`src/rtl/systmr_pkg.sv`:
```
package systmr_pkg;
    typedef enum logic [1:0] {
        ST_IDLE  = 2'd0,
        ST_COUNT = 2'd1,
        ST_ZERO  = 2'd2
    } tmr_state_e;

    localparam logic OFS_COUNT = 1'b0;
    localparam logic OFS_CTRL  = 1'b1;
    localparam int   BIT_RUN   = 0;
endpackage

```
`src/rtl/systmr_regif.sv`:
```
module systmr_regif
    import systmr_pkg::*;
#(
    parameter int DATA_W = 8
) (
    input  logic              bus_sel,
    input  logic              bus_we,
    input  logic              bus_addr,
    input  logic              wd_run,
    input  logic              wd_ie,
    input  logic [DATA_W-1:0] cnt_vis,
    input  logic              running,
    input  logic              ie,
    output logic              wr_preset,
    output logic              wr_ctrl,
    output logic              start,
    output logic              stop,
    output logic              irq_clear,
    output logic [DATA_W-1:0] rdata
);
    localparam int BIT_IE = DATA_W - 1;

    logic rd_sel;

    always_comb begin
        wr_preset = bus_sel && bus_we && (bus_addr == OFS_COUNT);
        wr_ctrl   = bus_sel && bus_we && (bus_addr == OFS_CTRL);
        start     = wr_ctrl && wd_run;
        stop      = wr_ctrl && !wd_run;
        irq_clear = wr_ctrl && (wd_run || !wd_ie);
        rd_sel    = bus_sel && !bus_we;
    end

    always_comb begin
        rdata = '0;
        if (rd_sel) begin
            unique case (bus_addr)
                OFS_COUNT: rdata = cnt_vis;
                OFS_CTRL: begin
                    rdata[BIT_IE]  = ie;
                    rdata[BIT_RUN] = running;
                end
                default: rdata = '0;
            endcase
        end
    end

    always_comb begin
        AST_ONE_STROBE: assert ($onehot0({wr_preset, wr_ctrl}));
        AST_START_STOP_EXCL: assert (!(start && stop));
        if (rd_sel && bus_addr == OFS_CTRL)
            AST_RSVD_ZERO: assert (rdata[BIT_IE-1:1] == '0);
    end
endmodule

```
`src/rtl/systmr_core.sv`:
```
module systmr_core
    import systmr_pkg::*;
#(
    parameter int CNT_W  = 12,
    parameter int DATA_W = 8
) (
    input  logic              clk,
    input  logic              rst_n,
    input  logic              cyc_en,
    input  logic              wr_preset,
    input  logic [DATA_W-1:0] preset_wdata,
    input  logic              start,
    input  logic              stop,
    output logic [DATA_W-1:0] cnt_vis,
    output logic              running,
    output logic              expire
);
    localparam int FRAC_W = CNT_W - DATA_W;
    localparam logic [FRAC_W-1:0] FRAC_ONES = '1;
    localparam logic [CNT_W-1:0]  CNT_ONE   = CNT_W'(1);

    tmr_state_e        state_q, state_d;
    logic [CNT_W-1:0]  cnt_q;
    logic [DATA_W-1:0] preset_q;
    logic              tick, last_tick;

    always_comb begin
        tick      = (state_q == ST_COUNT) && cyc_en && !start && !stop;
        last_tick = tick && (cnt_q <= CNT_ONE);
    end

    // next-state logic
    always_comb begin
        state_d = state_q;
        unique case (state_q)
            ST_IDLE: begin
                if (start) state_d = ST_COUNT;
            end
            ST_COUNT: begin
                if (start)          state_d = ST_COUNT;
                else if (stop)      state_d = ST_IDLE;
                else if (last_tick) state_d = ST_ZERO;
            end
            ST_ZERO: begin
                if (start) state_d = ST_COUNT;
            end
            default: state_d = ST_IDLE;
        endcase
    end

    // state register
    always_ff @(posedge clk or negedge rst_n) begin
        if (!rst_n) state_q <= ST_IDLE;
        else        state_q <= state_d;
    end

    // datapath registers
    always_ff @(posedge clk or negedge rst_n) begin
        if (!rst_n) begin
            cnt_q    <= '0;
            preset_q <= '0;
        end else begin
            if (wr_preset) preset_q <= preset_wdata;
            if (start)          cnt_q <= {preset_q, FRAC_ONES};
            else if (last_tick) cnt_q <= '0;
            else if (tick)      cnt_q <= cnt_q - CNT_ONE;
        end
    end

    // outputs
    always_comb begin
        cnt_vis = cnt_q[CNT_W-1:FRAC_W];
        running = (state_q == ST_COUNT);
        expire  = last_tick;
    end

    AST_RUN_LOADS: assert property (@(posedge clk) disable iff (!rst_n)
        start |=> (cnt_q == {$past(preset_q), FRAC_ONES}) && running);
    AST_ONE_PER_EN: assert property (@(posedge clk) disable iff (!rst_n)
        (running && cyc_en && !start && !stop) |=> cnt_q == $past(cnt_q) - CNT_ONE);
    AST_HOLD_NO_EN: assert property (@(posedge clk) disable iff (!rst_n)
        (!cyc_en && !start) |=> $stable(cnt_q));
    AST_ZERO_HOLD: assert property (@(posedge clk) disable iff (!rst_n)
        (state_q == ST_ZERO) |-> (cnt_q == '0) && !running);
    AST_STOP_HOLDS: assert property (@(posedge clk) disable iff (!rst_n)
        (stop && running) |=> !running && $stable(cnt_q));
    AST_PRESET_NO_TOUCH: assert property (@(posedge clk) disable iff (!rst_n)
        (wr_preset && !cyc_en) |=> $stable(cnt_q));
endmodule

```
`src/rtl/systmr_irq.sv`:
```
module systmr_irq (
    input  logic clk,
    input  logic rst_n,
    input  logic wr_ctrl,
    input  logic wd_ie,
    input  logic irq_clear,
    input  logic expire,
    output logic ie,
    output logic irq
);
    logic ie_q, pend_q;

    always_ff @(posedge clk or negedge rst_n) begin
        if (!rst_n) begin
            ie_q   <= 1'b0;
            pend_q <= 1'b0;
        end else begin
            if (wr_ctrl) ie_q <= wd_ie;
            if (irq_clear)          pend_q <= 1'b0;
            else if (expire && ie_q) pend_q <= 1'b1;
        end
    end

    always_comb begin
        ie  = ie_q;
        irq = pend_q;
    end

    AST_IRQ_NEEDS_IE: assert property (@(posedge clk) disable iff (!rst_n)
        irq |-> ie);
    AST_IRQ_SETS: assert property (@(posedge clk) disable iff (!rst_n)
        (expire && ie && !wr_ctrl) |=> irq);
    AST_IRQ_STICKY: assert property (@(posedge clk) disable iff (!rst_n)
        (irq && !irq_clear) |=> irq);
endmodule

```
`src/rtl/sys_timer.sv`:
```
module sys_timer
    import systmr_pkg::*;
#(
    parameter int CNT_W  = 12,
    parameter int DATA_W = 8
) (
    input  logic              clk,
    input  logic              rst_n,
    input  logic              cyc_en,
    input  logic              bus_sel,
    input  logic              bus_we,
    input  logic              bus_addr,
    input  logic [DATA_W-1:0] bus_wdata,
    output logic [DATA_W-1:0] bus_rdata,
    output logic              irq_o
);
    logic              wr_preset, wr_ctrl, start, stop, irq_clear;
    logic [DATA_W-1:0] cnt_vis;
    logic              running, expire, ie;

    systmr_regif #(.DATA_W(DATA_W)) u_regif (
        .bus_sel   (bus_sel),
        .bus_we    (bus_we),
        .bus_addr  (bus_addr),
        .wd_run    (bus_wdata[BIT_RUN]),
        .wd_ie     (bus_wdata[DATA_W-1]),
        .cnt_vis   (cnt_vis),
        .running   (running),
        .ie        (ie),
        .wr_preset (wr_preset),
        .wr_ctrl   (wr_ctrl),
        .start     (start),
        .stop      (stop),
        .irq_clear (irq_clear),
        .rdata     (bus_rdata)
    );

    systmr_core #(.CNT_W(CNT_W), .DATA_W(DATA_W)) u_core (
        .clk          (clk),
        .rst_n        (rst_n),
        .cyc_en       (cyc_en),
        .wr_preset    (wr_preset),
        .preset_wdata (bus_wdata),
        .start        (start),
        .stop         (stop),
        .cnt_vis      (cnt_vis),
        .running      (running),
        .expire       (expire)
    );

    systmr_irq u_irq (
        .clk       (clk),
        .rst_n     (rst_n),
        .wr_ctrl   (wr_ctrl),
        .wd_ie     (bus_wdata[DATA_W-1]),
        .irq_clear (irq_clear),
        .expire    (expire),
        .ie        (ie),
        .irq       (irq_o)
    );

    AST_RESTART_CLEARS: assert property (@(posedge clk) disable iff (!rst_n)
        (bus_sel && bus_we && bus_addr == OFS_CTRL && bus_wdata[BIT_RUN]) |=> !irq_o);
endmodule

```
`config.mk`:
```
export PLATFORM = sky130hd
export DESIGN_NAME = sys_timer
export DESIGN_NICKNAME = d
export VERILOG_FILES = /design/src/rtl/systmr_pkg.sv /design/src/rtl/systmr_regif.sv /design/src/rtl/systmr_core.sv /design/src/rtl/systmr_irq.sv /design/src/rtl/sys_timer.sv
export SDC_FILE = /design/constraint.sdc
export NUM_CORES = 1
export LEC_CHECK = 0
export BUFFER_PORTS_ARGS = -buffer_cell sky130_fd_sc_hd__buf_2
export CAP_MARGIN = 20
export CORE_MARGIN = 5
export CORE_UTILIZATION = 40
export DETAILED_ROUTE_END_ITERATION = 6
export GPL_ROUTABILITY_DRIVEN = 0
export PLACE_DENSITY = 0.69
export SYNTH_ARGS = -nofsm -noshare
export SYNTH_HDL_FRONTEND = slang
export SYNTH_HIERARCHICAL = 1
export SYNTH_SLANG_ARGS = --single-unit
```
`constraint.sdc`:
```
create_clock -name clk -period 3.8 [get_ports clk]
set_input_delay 0.19 -clock clk [delete_from_list [all_inputs] [get_ports clk]]
set_output_delay 0.19 -clock clk [all_outputs]
set_load 0.005 [all_outputs]
```
Word level (Yosys, flattened, before mapping)
Index checks and enable logic that the tools add are counted. W data, S select, Z words.

Output and inout port bits: 9. Bits in registers: 24. Logic and storage cells: 49.

Muxes and demuxes: 14. Magnitude comparators: 1. Reductions and logical operators: 23. Equality and inequality tests: 4. Bitwise gates (word level): 1. $add $sub $neg: 1.

Operators with widths (count): $mux W12 (3); $le A12 B1 Y1 const B (1); $logic_and A1 B1 Y1 (12); $sub A12 B1 Y12 const B (1); $mux W2 (4); $mux W8 (1); $mux W6 (1); $logic_not A1 Y1 (5); $ne A4 B1 Y1 const B (1); $pmux W1 S2 (2); $pmux W2 S2 (1); $reduce_bool A3 Y1 (1); $eq A2 B1 Y1 const B (1); $eq A2 B2 Y1 const B (1); $logic_not A2 Y1 (1); $mux W1 (2); $ne A2 B1 Y1 const B (1); $reduce_and A2 Y1 (1); $reduce_bool A2 Y1 (1); $reduce_or A2 Y1 (1); $logic_or A1 B1 Y1 (1); $not A1 Y1 (1).

Depth between registers and ports, before layout
Gate-level depths: netlist (run 1).

Depth after elaboration: 11. Depth in mapped cells: 10. Mapped depth without buffers: 9.

Cells and area by module
Netlist (run 1), hierarchy kept.

By module, submodules not included: systmr_core (cells each 121, area each 1208.7 um^2, sequential area each 550.5 um^2, instances 1); systmr_regif (cells each 20, area each 136.4 um^2, sequential area each 0.0 um^2, instances 1); systmr_irq (cells each 5, area each 73.8 um^2, sequential area each 50.0 um^2, instances 1).

Least setup slack after synthesis (run 1)
OpenSTA, ideal clock, no wires.

Kind: flip-flop to flip-flop. From: register u_core.cnt_q[8]. To: register u_core.cnt_q[3]. Stages on the path, launching flop included: 7. Arrival time: 1.999 ns. Path buffers: 1. Clock period less this slack: 2.125 ns. Path slack: 1.675 ns. Required time: 3.674 ns. Cell sequence: dfrtp_1 or4_4 nor4b_4 and2_1 buf_6 o21ai_2 a221o_1.

Cells in the longest elaborated chain, start to end: 4.

RTL lines: from (decl) (RTL line systmr_core.sv:23) `logic [CNT_W-1:0] cnt_q;`; from (signal assigned) (RTL line systmr_core.sv:64) `if (start) cnt_q <= {preset_q, FRAC_ONES};`; from (signal assigned) (RTL line systmr_core.sv:66) `else if (tick) cnt_q <= cnt_q - CNT_ONE;`; $le A12 B1 Y1 (*) (RTL line systmr_core.sv:29) `last_tick = tick && (cnt_q <= CNT_ONE);`; $logic_and A1 B1 Y1 (*) (RTL line systmr_core.sv:29); $mux W12 (RTL line systmr_core.sv:65) `else if (last_tick) cnt_q <= '0;`; $mux W12 (RTL line systmr_core.sv:64).

Every way passes the cells marked *; elsewhere a longest branch is shown, timed or not. A chain may end at the register's enable or synchronous reset.

Worst setup path in the final report (run 1)
Same ends and word-level chain as after synthesis.

==> summary.md, run 1 <==
| Metric | Value |
|---|---|
| Area of the mapped netlist | `1420 µm²` |
| Post-CTS Setup Bufs | `0` |
| DRC | `0` |
| GRT Total Usage | `13.4%` |
| Largest net degree at the start of global routing | `25` |
| Yosys reg bits | `24` |
| Core ar. | `3390 µm²` |
| Drt wl/cell | `14.7 µm` |
| Setup crit end kind | `register` |
| Antenna violations before repair | `0` |
| Worst-skew pair later-pin latency | `0.32 ns` |
| Async SR Flop Fraction | `100%` |
| Max Clk Rate | `417 MHz` |
| Area Overhead vs Synth | `9.17%` |
| Setup CP Type | `reg -> reg` |
| IR drop worst, VDD | `0.274 mV` |
| Initial Util | `41.9%` |
| Avg Inst Size Synth | `9.72 µm²` |
| Crit-path slowest cell | `or4_4` |
| Crit-path cells | `or4_4, nor4b_4, and2_1, o21ai_2, a221o_1` |
| Post-synth EDFFs | `0` |
| Cells resized by post-CTS repair | `0` |
| Worst-Margin Slew | `0.772 ns` |
| H-tree levels | `1` |
| Final Setup Violations | `0` |
| Iteration-0 DRC Markers | `51` |
| Placed Area | `1500 µm²` |
| Syn nets | `162` |
| Top Ports | `23` |
| Top_reg_cell synth | `dfrtp_1` |
| Top cell type's share of synthesized area | `42.3%` |
| Clock Path Buffers | `2` |
| Layout net count | `178` |
| Synth area leaders | `dfrtp_1 (42%), mux2_2 (7.1%), buf_4 (4.2%), a21oi_1 (3.5%), nor2_1 (3.4%)` |
| Crit path required time | `4.02 ns` |
| CP Data Arrival Time | `2.61 ns` |
| Worst reg2reg path depth | `5` |
| Clock buffer count from CTS | `3` |
| Skew final | `0.00498 ns` |
| Period utilization | `63.1%` |
| CTS tree | `done` |
| Cell row count | `21` |
| Fin area | `1550 µm²` |
| Outcome | `completed` |
| CP Launch Type | `register` |
| Die span in x | `69.6 µm` |
| HP Class | `in -> reg` |
| Cell taking the most area after synthesis | `dfrtp_1` |
| Mapped Cells | `146` |
| Root buffer cell | `clkbuf_4` |
| Post-cts hold buffer count | `1` |
| Yosys warns | `6` |
| Routed Antenna Nets | `0` |
| Vias in the first global route | `1172` |
| Worst stage delay on the critical path | `0.59 ns` |
| RSZ-0062 raised after global routing | `no` |
| Most frequent cells in the layout | `dfrtp_1 (24), buf_2 (22), nor2_1 (13), nand2_1 (10), a21oi_1 (10)` |
| Lkg Pwr | `0.682 nW` |
| First-pass GRT wire length | `5.37 mm` |
| Hpwl dp | `2.28 mm` |
| Die height | `69.6 µm` |
| Power Total | `787 µW` |
| Share of layout cells above drive strength 1 | `26.1%` |
| Congestion Overflow GR | `0` |
| Final WL | `3.05 mm` |
| TritonRoute pass-1 iters | `4` |
| Diode count | `0` |
| Clk sinks | `24` |
| Yosys cell types | `41` |
| Via count | `1105` |
| Crit path max fanout | `7` |
| Slew Viols, Final | `0` |
| PD cells | `508 nW/µm²` |
| Register area share after synthesis | `42.3%` |
| Port Buffers | `22` |
| Clk slew on worst S/H paths | `0.13 ns` |
| Max-Cap Viols | `0` |
| Post-DR vias/cell | `5.34` |
| Post-route setup TNS | `0 ns` |
| Slew HR | `48.1%` |
| Worst Hold Depth | `3` |
| Fin crit period | `2.40 ns` |
| Most common cell after layout, fill and taps aside | `dfrtp_1` |
| Die area | `4840 µm²` |
| Final Hold Fails | `0` |
-- worst paths after layout --
check                                                from                              to  slack [ns]
setup / recovery              u_core/cnt_q[8]$_DFFE_PN0P_     u_core/cnt_q[3]$_DFFE_PN0P_        1.40
min in group asynchronous                           rst_n  u_core/preset_q[2]$_DFFE_PN0P_        0.37
max in group asynchronous                           rst_n     u_core/cnt_q[8]$_DFFE_PN0P_        3.07
setup reg to reg              u_core/cnt_q[8]$_DFFE_PN0P_     u_core/cnt_q[3]$_DFFE_PN0P_        1.40
hold reg to reg            u_core/preset_q[6]$_DFFE_PN0P_    u_core/cnt_q[10]$_DFFE_PN0P_        0.49
hold / removal                               bus_wdata[3]  u_core/preset_q[3]$_DFFE_PN0P_        0.07
-- state kept, by name, summed over array words and instances (netlist names) --
register         flops
u_core/cnt_q        12
u_irq/irq            1
u_core/state_q       2
u_irq/ie             1
u_core/preset_q      8
-- cell type report --
type,count,area (µm²)
inverter,7,26.3
clock buffer,4,36.3
tap,46,57.6
timing repair buffer,25,135
fill,333,1840
multi-input combinational,101,693
sequential,24,601
-- power breakdown --
group,switching [mW],internal [mW],total [mW],leakage (nW)
Sequential,0.0820,0.327,0.409,0.289
Combinational,0.124,0.116,0.240,0.372
Clock,0.0796,0.0587,0.138,0.0210
Total,0.286,0.501,0.787,0.682
-- critical path: cells and delay by family (launching register included) --
kind               cells  cell delay (ns)
and+or+nand+nor        3             1.41
AOI/OAI and AO/OA      2             0.45
DFF                    1             0.44
-- metrics by stage --
step / hold slack [ns] / cells / util [%] / setup WS [ns]
after floorplan: -0.106 / 146 / - / 1.67
after global placement: 0.204 / 202 / 44.3 / 1.55
after detailed placement: 0.210 / 202 / 44.3 / 1.44
after CTS: 0.0617 / 207 / 45.7 / 1.41
after global routing: 0.0667 / 207 / 45.7 / 1.28
final: 0.0732 / 207 / 45.7 / 1.40
-- synth_stat cells (2+ instances only) --
master and number:
a211oi_1 2, a21oi_1 10, a221o_1 2, and2_1 6
buf_4 8, buf_6 2, clkbuf_1 3, dfrtp_1 24
ha_1 2, inv_1 7, mux2_2 9, mux2i_1 2
nand2_1 10, nand2b_1 3, nand3_1 3, nor2_1 13
nor2b_1 3, nor3_1 3, nor3b_1 3, o21ai_0 9
o31ai_1 2
-- per-layer routing --
layer	vias up	wire [µm]	share of wire (%)	global-route usage, %
met3	11	145	4.8	2.61
met1	525	1280	42	16.5
met5	-	0	0	0
met4	0	75	2.5	6.51
met2	31	1540	51	22.2
li1	538	-	-	-
-- cell families (layout without fill, tap and decap cells) --
logic type      count (synthesis)  in the layout  share of synthesized area, %
compound gates                 33             33                          14.7
fa+ha+maj                       2              2                          1.76
buf+inv                        21             36                          8.82
flops                          24             24                          42.3
mux                            12             12                          9.61
simple gates                   54             54                          22.8
Note: power is estimated with default switching activity, not from simulation.
==> run 2, diff against run 1 <==
--- a/config.mk
+++ b/config.mk
@@ -5,13 +5,14 @@
 export SDC_FILE = /design/constraint.sdc
 export NUM_CORES = 1
 export LEC_CHECK = 0
+export ABC_AREA = 1
 export BUFFER_PORTS_ARGS = -buffer_cell sky130_fd_sc_hd__buf_2
 export CAP_MARGIN = 20
 export CORE_MARGIN = 5
 export CORE_UTILIZATION = 40
 export DETAILED_ROUTE_END_ITERATION = 6
 export GPL_ROUTABILITY_DRIVEN = 0
-export PLACE_DENSITY = 0.69
+export PLACE_DENSITY = 0.68
 export SYNTH_ARGS = -nofsm -noshare
 export SYNTH_HDL_FRONTEND = slang
 export SYNTH_HIERARCHICAL = 1
==> constraint.sdc (replaced) <==
create_clock -name clk -period 2.5 [get_ports clk]
set_input_delay 0.125 -clock clk [delete_from_list [all_inputs] [get_ports clk]]
set_output_delay 0.125 -clock clk [all_outputs]
set_load 0.005 [all_outputs]
==> summary.md, run 2 <==
| Metric | Value |
|---|---|
| R2R Path End | `u_irq/irq$_DFFE_PN0P_` |
| Max reg flops | `12` |
| Clock buffer count from CTS | `3` |
| Clock Path Buffers | `2` |
| Worst Hold Depth | `2` |
| Post-synth EDFFs | `0` |
| Drt wl/cell | `12.6 µm` |
| Max-Cap Viols | `0` |
| Port Buffers | `22` |
| Clk sinks | `24` |
| Antenna violations before repair | `0` |
| Top Registers | `u_core/cnt_q x12, u_core/preset_q x8, u_core/state_q x2` |
| Avg Inst Size Synth | `7.50 µm²` |
| Congestion Overflow GR | `0` |
| Worst-skew pair later-pin latency | `0.27 ns` |
| Yosys reg bits | `24` |
| Register area share after synthesis | `37.6%` |
| Crit-path slowest cell | `dfrtp_1` |
| CP Data Arrival Time | `1.86 ns` |
| CTS tree | `done` |
| Async SR Flop Fraction | `100%` |
| Worst Hold End | `u_core/preset_q[1]$_DFFE_PN0P_` |
| HP Class | `in -> reg` |
| Top cell type's share of synthesized area | `37.6%` |
| Post-route setup TNS | `0 ns` |
| Slew HR | `54.4%` |
| Switching share of power | `42.2%` |
| Yosys cell types | `26` |
| IR drop worst, VDD | `0.338 mV` |
| Root buffer cell | `clkbuf_8` |
| Fin crit period | `1.66 ns` |
| Skew final | `0.00136 ns` |
| Cells resized by post-CTS repair | `0` |
| Layout net count | `247` |
| Synth area leaders | `dfrtp_1 (38%), nand2_1 (14%), inv_1 (6.8%), nand3_1 (6.3%), mux2_2 (5.6%)` |
| Final Setup Violations | `0` |
| DRC | `0` |
| Crit path max fanout | `5` |
| Yosys warns | `6` |
| Die span in x | `73.2 µm` |
| Initial Util | `40.5%` |
| Lkg Pwr | `0.898 nW` |
| Share of layout cells above drive strength 1 | `22.6%` |
| Most used cell, CP | `nand2_1` |
| TritonRoute pass-1 iters | `4` |
| Post-CTS Setup Bufs | `0` |
| Hold Path Origin | `bus_wdata[1]` |
| Post-synth top cells | `nand2_1 (59), inv_1 (29), dfrtp_1 (24), nand3_1 (20), nor2_1 (18)` |
| R2R setup slack | `0.84 ns` |
| Worst r2r src | `u_core/cnt_q[0]$_DFFE_PN0P_` |
| Top Ports | `23` |
| Cell row count | `23` |
| Most common cell after layout, fill and taps aside | `nand2_1` |
| Slew Viols, Final | `0` |
| Count leader, synth | `nand2_1` |
| Top_reg_cell synth | `dfrtp_1` |
| Setup CP Type | `reg -> reg` |
| Final Core Density | `45.1%` |
| GRT Total Usage | `15.2%` |
| Multi-input logic area | `793 µm²` |
| Hpwl dp | `2.73 mm` |
| Diode count | `0` |
| Crit-path cells | `inv_1, ha_1, inv_2, nand2_1, nand2_1, nor2_4, nand2_1, nor2_2, nand2_1, a21oi_2` |
| Vias in the first global route | `1354` |
| Area Overhead vs Synth | `11.4%` |
| Internal Pwr Total | `976 µW` |
| Clock network fraction of design power | `20.5%` |
| Sequential share of power | `40.1%` |
| First-pass GRT wire length | `6.23 mm` |
| Fillers | `400` |
| Via count | `1359` |
| Die height | `73.2 µm` |
| Outcome | `completed` |
| Routed Antenna Nets | `0` |
| Final Hold Fails | `0` |
| Post-DR vias/cell | `4.85` |
| Die area | `5360 µm²` |
| Core ar. | `3940 µm²` |
| Syn nets | `229` |
| RSZ-0062 raised after global routing | `no` |
| Worst reg2reg path depth | `10` |
| Most frequent cells in the layout | `nand2_1 (59), inv_1 (29), dfrtp_1 (24), buf_2 (22), nand3_1 (20)` |
| CP Launch Type | `register` |
| Reg with most FFs | `u_core/cnt_q` |
| Cell taking the most area after synthesis | `dfrtp_1` |
| Reg area | `601 µm²` |
| Final WL | `3.52 mm` |
| Mapped Cells | `213` |
| Largest net degree at the start of global routing | `25` |
| Area of the mapped netlist | `1600 µm²` |
| Setup crit end kind | `register` |
| Gate power share | `39.4%` |
| NetSw | `712 µW` |
| Iteration-0 DRC Markers | `119` |
| H-tree levels | `1` |
| Period utilization | `66.3%` |
| Crit path required time | `2.71 ns` |
| Worst-Margin Slew | `0.681 ns` |
| Power Total | `1.69 mW` |
| Max Clk Rate | `604 MHz` |
| Worst stage delay on the critical path | `0.40 ns` |
| Clk slew on worst S/H paths | `0.09 ns` |
| WHS | `0.0786 ns` |
| PD cells | `949 nW/µm²` |
[run 2: changes by cell type in the layout (fill, tap and decap cells not counted), moves of 4 or more]
cell / before / now
nand2_1: 10 / 59
inv_1: 7 / 29
nand3_1: 3 / 20
and2_1: 6 / 0
nor2_1: 13 / 18
xor2_1: 0 / 5
a21oi_1: 10 / 6
inv_2: 0 / 4
nor2_4: 0 / 4
o21ai_0: 9 / 5
[run 2: how the worst max path moves through the flow]
stage | from | to | slack, ns | cells after the start
2_1_floorplan | u_core/cnt_q[0]$_DFFE_PN0P_ | u_irq/irq$_DFFE_PN0P_ | 1.07 | 10
3_3_place_gp | u_core/cnt_q[0]$_DFFE_PN0P_ | u_irq/irq$_DFFE_PN0P_ | 0.88 | 10
3_5_place_dp | u_core/cnt_q[0]$_DFFE_PN0P_ | u_irq/irq$_DFFE_PN0P_ | 0.88 | 10
4_1_cts | u_core/cnt_q[0]$_DFFE_PN0P_ | u_irq/irq$_DFFE_PN0P_ | 0.85 | 10
5_1_grt | u_core/cnt_q[0]$_DFFE_PN0P_ | u_irq/irq$_DFFE_PN0P_ | 0.69 | 10
6_report | u_core/cnt_q[0]$_DFFE_PN0P_ | u_irq/irq$_DFFE_PN0P_ | 0.84 | 10
[run 2: cells by family (layout without fill, tap and decap cells)]
family,Yosys count,in the layout,synth area share [%]
compound gates,19,19,7.28
xor+xnor,6,6,3.29
fa+ha+maj,2,2,1.57
buf+inv,44,61,12.8
flops,24,24,37.6
mux,8,8,5.64
simple gates,110,110,31.9
[run 2: through the flow]
step                      setup WS, ns  instances  area (µm²)
after floorplan                   1.07        213        1600
after CTS                        0.854        280        1780
after global placement           0.876        275        1700
after global routing             0.687        280        1780
final                            0.844        280        1780
after detailed placement         0.877        275        1700
[run 2: power by group through the flow]
stage / registers (mW) / logic (mW) / clock network, mW
6_report: 0.677 / 0.666 / 0.346
5_1_grt: 0.700 / 0.767 / 0.381
4_1_cts: 0.677 / 0.663 / 0.357
3_5_place_dp: 0.684 / 0.657 / 0
3_3_place_gp: 0.682 / 0.651 / 0
2_1_floorplan: 0.627 / 0.607 / 0
[run 2: what timing repair did]
item,CTS,global route
endpoints found under the setup margin,0,0
endpoints found under the hold margin,24,0
hold buffers,1,0
[run 2: layer usage]
layer / share of wire (%) / vias to the layer above / track usage [%]
met3: 6.0 / 5 / 2.62
met1: 46 / 621 / 19.8
met5: 0 / - / 0
met2: 47 / 45 / 24.6
li1: - / 688 / -
met4: 1.5 / 0 / 6.35
[run 2: area by class of cell]
class                   count  area share [%]
flip-flops and latches     24            33.8
multi-input cells         145            44.6
well taps                  50            3.52
clock buffers               3            2.32
inverters                  33            6.96
clock inverters             1            1.69
repair buffers             24            7.17
[run 2: worst max-delay path: cells and delay by family (launching register included)]
| family | cells | cell delay, ns |
|---|---|---|
| and+or+nand+nor | 6 | 0.59 |
| buffers and inverters | 2 | 0.18 |
| AOI/OAI and AO/OA | 1 | 0.12 |
| DFF | 1 | 0.40 |
| adders and majority gates | 1 | 0.31 |
==> run 3, diff against run 2 <==
--- a/config.mk
+++ b/config.mk
@@ -5,14 +5,14 @@
 export SDC_FILE = /design/constraint.sdc
 export NUM_CORES = 1
 export LEC_CHECK = 0
-export ABC_AREA = 1
+export ABC_AREA = 0
 export BUFFER_PORTS_ARGS = -buffer_cell sky130_fd_sc_hd__buf_2
 export CAP_MARGIN = 20
 export CORE_MARGIN = 5
 export CORE_UTILIZATION = 40
 export DETAILED_ROUTE_END_ITERATION = 6
 export GPL_ROUTABILITY_DRIVEN = 0
-export PLACE_DENSITY = 0.68
+export PLACE_DENSITY = 0.69
 export SYNTH_ARGS = -nofsm -noshare
 export SYNTH_HDL_FRONTEND = slang
 export SYNTH_HIERARCHICAL = 1
==> constraint.sdc (replaced) <==
create_clock -name clk -period 1.6 [get_ports clk]
set_input_delay 0.08 -clock clk [delete_from_list [all_inputs] [get_ports clk]]
set_output_delay 0.08 -clock clk [all_outputs]
set_load 0.005 [all_outputs]
==> summary.md, run 3 (synthesized netlist as in run 1, its figures left out) <==
| Metric | Value |
|---|---|
| Reg with most FFs | `u_core/cnt_q` |
| Gate power share | `47.2%` |
| Clk slew on worst S/H paths | `0.13 ns` |
| Switching share of power | `36.0%` |
| Most common cell after layout, fill and taps aside | `buf_4` |
| Crit-path slowest cell | `or4_4` |
| PD cells | `1210 nW/µm²` |
| RSZ-0062 raised after global routing | `yes` |
| Clk sinks | `24` |
| Clock buffer count from CTS | `3` |
| Core ar. | `3390 µm²` |
| Congestion Overflow GR | `0` |
| Most frequent cells in the layout | `buf_4 (31), dfrtp_1 (24), buf_2 (22), nor2_1 (10), nand2_1 (10)` |
| CP Data Arrival Time | `2.17 ns` |
| Area Overhead vs Synth | `40.2%` |
| Largest net degree at the start of global routing | `25` |
| Crit-path cells | `or4_4, nor4b_4, and2_4, o21ai_2, a221o_1` |
| Root buffer cell | `clkbuf_4` |
| Slew Viols, Final | `0` |
| Worst-Margin Slew | `0.544 ns` |
| Worst stage delay on the critical path | `0.56 ns` |
| Slew HR | `63.7%` |
| Placed Area | `1740 µm²` |
| Top Registers | `u_core/cnt_q x12, u_core/preset_q x8, u_core/state_q x2` |
| Hpwl dp | `2.56 mm` |
| Die height | `69.6 µm` |
| Post-DR vias/cell | `5.27` |
| Final Setup Violations | `15` |
| Max Clk Rate | `511 MHz` |
| Fin crit period | `1.96 ns` |
| Crit path required time | `1.81 ns` |
| DRC | `0` |
| Cell row count | `21` |
| Layout net count | `217` |
| Routed Antenna Nets | `0` |
| Iteration-0 DRC Markers | `68` |
| Period utilization | `122%` |
| Share of layout cells above drive strength 1 | `47.0%` |
| Max-Cap Viols | `0` |
| Fillers | `273` |
| Final WL | `3.39 mm` |
| Worst-skew pair later-pin latency | `0.31 ns` |
| Initial Util | `41.9%` |
| Lkg Pwr | `0.899 nW` |
| Antenna violations before repair | `0` |
| Sequential share of power | `39.5%` |
| Diode count | `0` |
| Max reg flops | `12` |
| WHS | `0.0290 ns` |
| Top Ports | `23` |
| Outcome | `finished, violations left` |
| Internal Pwr Total | `1.54 mW` |
| Setup crit end kind | `register` |
| IR drop worst, VDD | `0.430 mV` |
| Violated checks | `negative setup slack` |
| Skew final | `0.00341 ns` |
| CP Launch Type | `register` |
| Port Buffers | `22` |
| Crit path max fanout | `6` |
| Die area | `4840 µm²` |
| Post-route worst setup slack | `-0.358 ns` |
| NetSw | `867 µW` |
| Die span in x | `69.6 µm` |
| Final Hold Fails | `0` |
| GRT Total Usage | `14.3%` |
| Drt wl/cell | `13.8 µm` |
| Vias in the first global route | `1256` |
| Setup CP Type | `reg -> reg` |
| Fin area | `1990 µm²` |
| Clock Path Buffers | `2` |
| H-tree levels | `1` |
| CTS tree | `done` |
| Clock network fraction of design power | `13.4%` |
| HP Class | `in -> reg` |
| TritonRoute pass-1 iters | `4` |
| First-pass GRT wire length | `5.66 mm` |
| Via count | `1296` |
run 3: path summary, 6_finish.rpt:
kind,start,to,slack [ns],cells after the start
worst max-delay path,u_core/cnt_q[10]$_DFFE_PN0P_,u_core/cnt_q[3]$_DFFE_PN0P_,-0.36,5
worst min-delay path,bus_wdata[7],u_irq/ie$_DFFE_PN0P_,0.03,2
worst max register to register,u_core/cnt_q[10]$_DFFE_PN0P_,u_core/cnt_q[3]$_DFFE_PN0P_,-0.36,5
worst min register to register,u_core/preset_q[6]$_DFFE_PN0P_,u_core/cnt_q[10]$_DFFE_PN0P_,0.50,2
max in group asynchronous,rst_n,u_irq/ie$_DFFE_PN0P_,0.97,2
min in group asynchronous,rst_n,u_core/cnt_q[1]$_DFFE_PN0P_,0.27,2
run 3: metal layers:
layer | part of all wire (%) | GRT usage (%) | up-vias | wire length [µm]
met5 | 0 | 0 | - | 0
met4 | 2.6 | 7.16 | 0 | 88
met3 | 5.9 | 3.33 | 10 | 200
met2 | 48 | 23.0 | 46 | 1640
met1 | 43 | 17.7 | 623 | 1460
li1 | - | - | 617 | -
run 3: what timing repair did:
action | 4_1_cts | 5_1_grt
endpoints found under the setup margin | 15 | 15
hold buffers | 7 | 0
gates resized for setup | 19 | 13
setup buffers | 2 | 3
pin swaps | 11 | 5
endpoints found under the hold margin | 30 | 0
run 3: cell type report:
| class | instances | area [µm²] | area share [%] |
|---|---|---|---|
| clock buffer | 4 | 36.3 | 1.82 |
| inverter | 7 | 26.3 | 1.32 |
| multi-input combinational | 101 | 802 | 40.3 |
| sequential | 24 | 601 | 30.2 |
| tap | 46 | 57.6 | 2.89 |
| timing repair buffer | 64 | 467 | 23.5 |
run 3: per-stage QoR:
stage / std cells / setup slack, ns / total power, mW / TNS [ns] / util, %
after global routing: 246 / -0.427 / 2.58 / -4.69 / 58.7
final: 246 / -0.358 / 2.41 / -3.63 / 58.7
after CTS: 243 / -0.344 / 2.29 / -3.43 / 56.6
after floorplan: 146 / -0.483 / 1.47 / -3.74 / -
after detailed placement: 230 / -0.457 / 1.85 / -4.33 / 51.3
after global placement: 230 / -0.415 / 1.80 / -3.70 / 51.3
run 3: worst max-delay path, delay by kind of cell (launching register included):
kind,cells,cell delay (ns)
DFF,1,0.41
AOI/OAI and AO/OA,2,0.39
and+or+nand+nor,3,1.06
run 3: power by group through the flow:
stage	Sequential, mW	Combinational, mW	Clock [mW]
global route	0.974	1.24	0.368
finish	0.951	1.14	0.322
detailed placement	0.926	0.925	0
global placement	0.917	0.881	0
floorplan	0.939	0.530	0
CTS	0.922	1.04	0.334
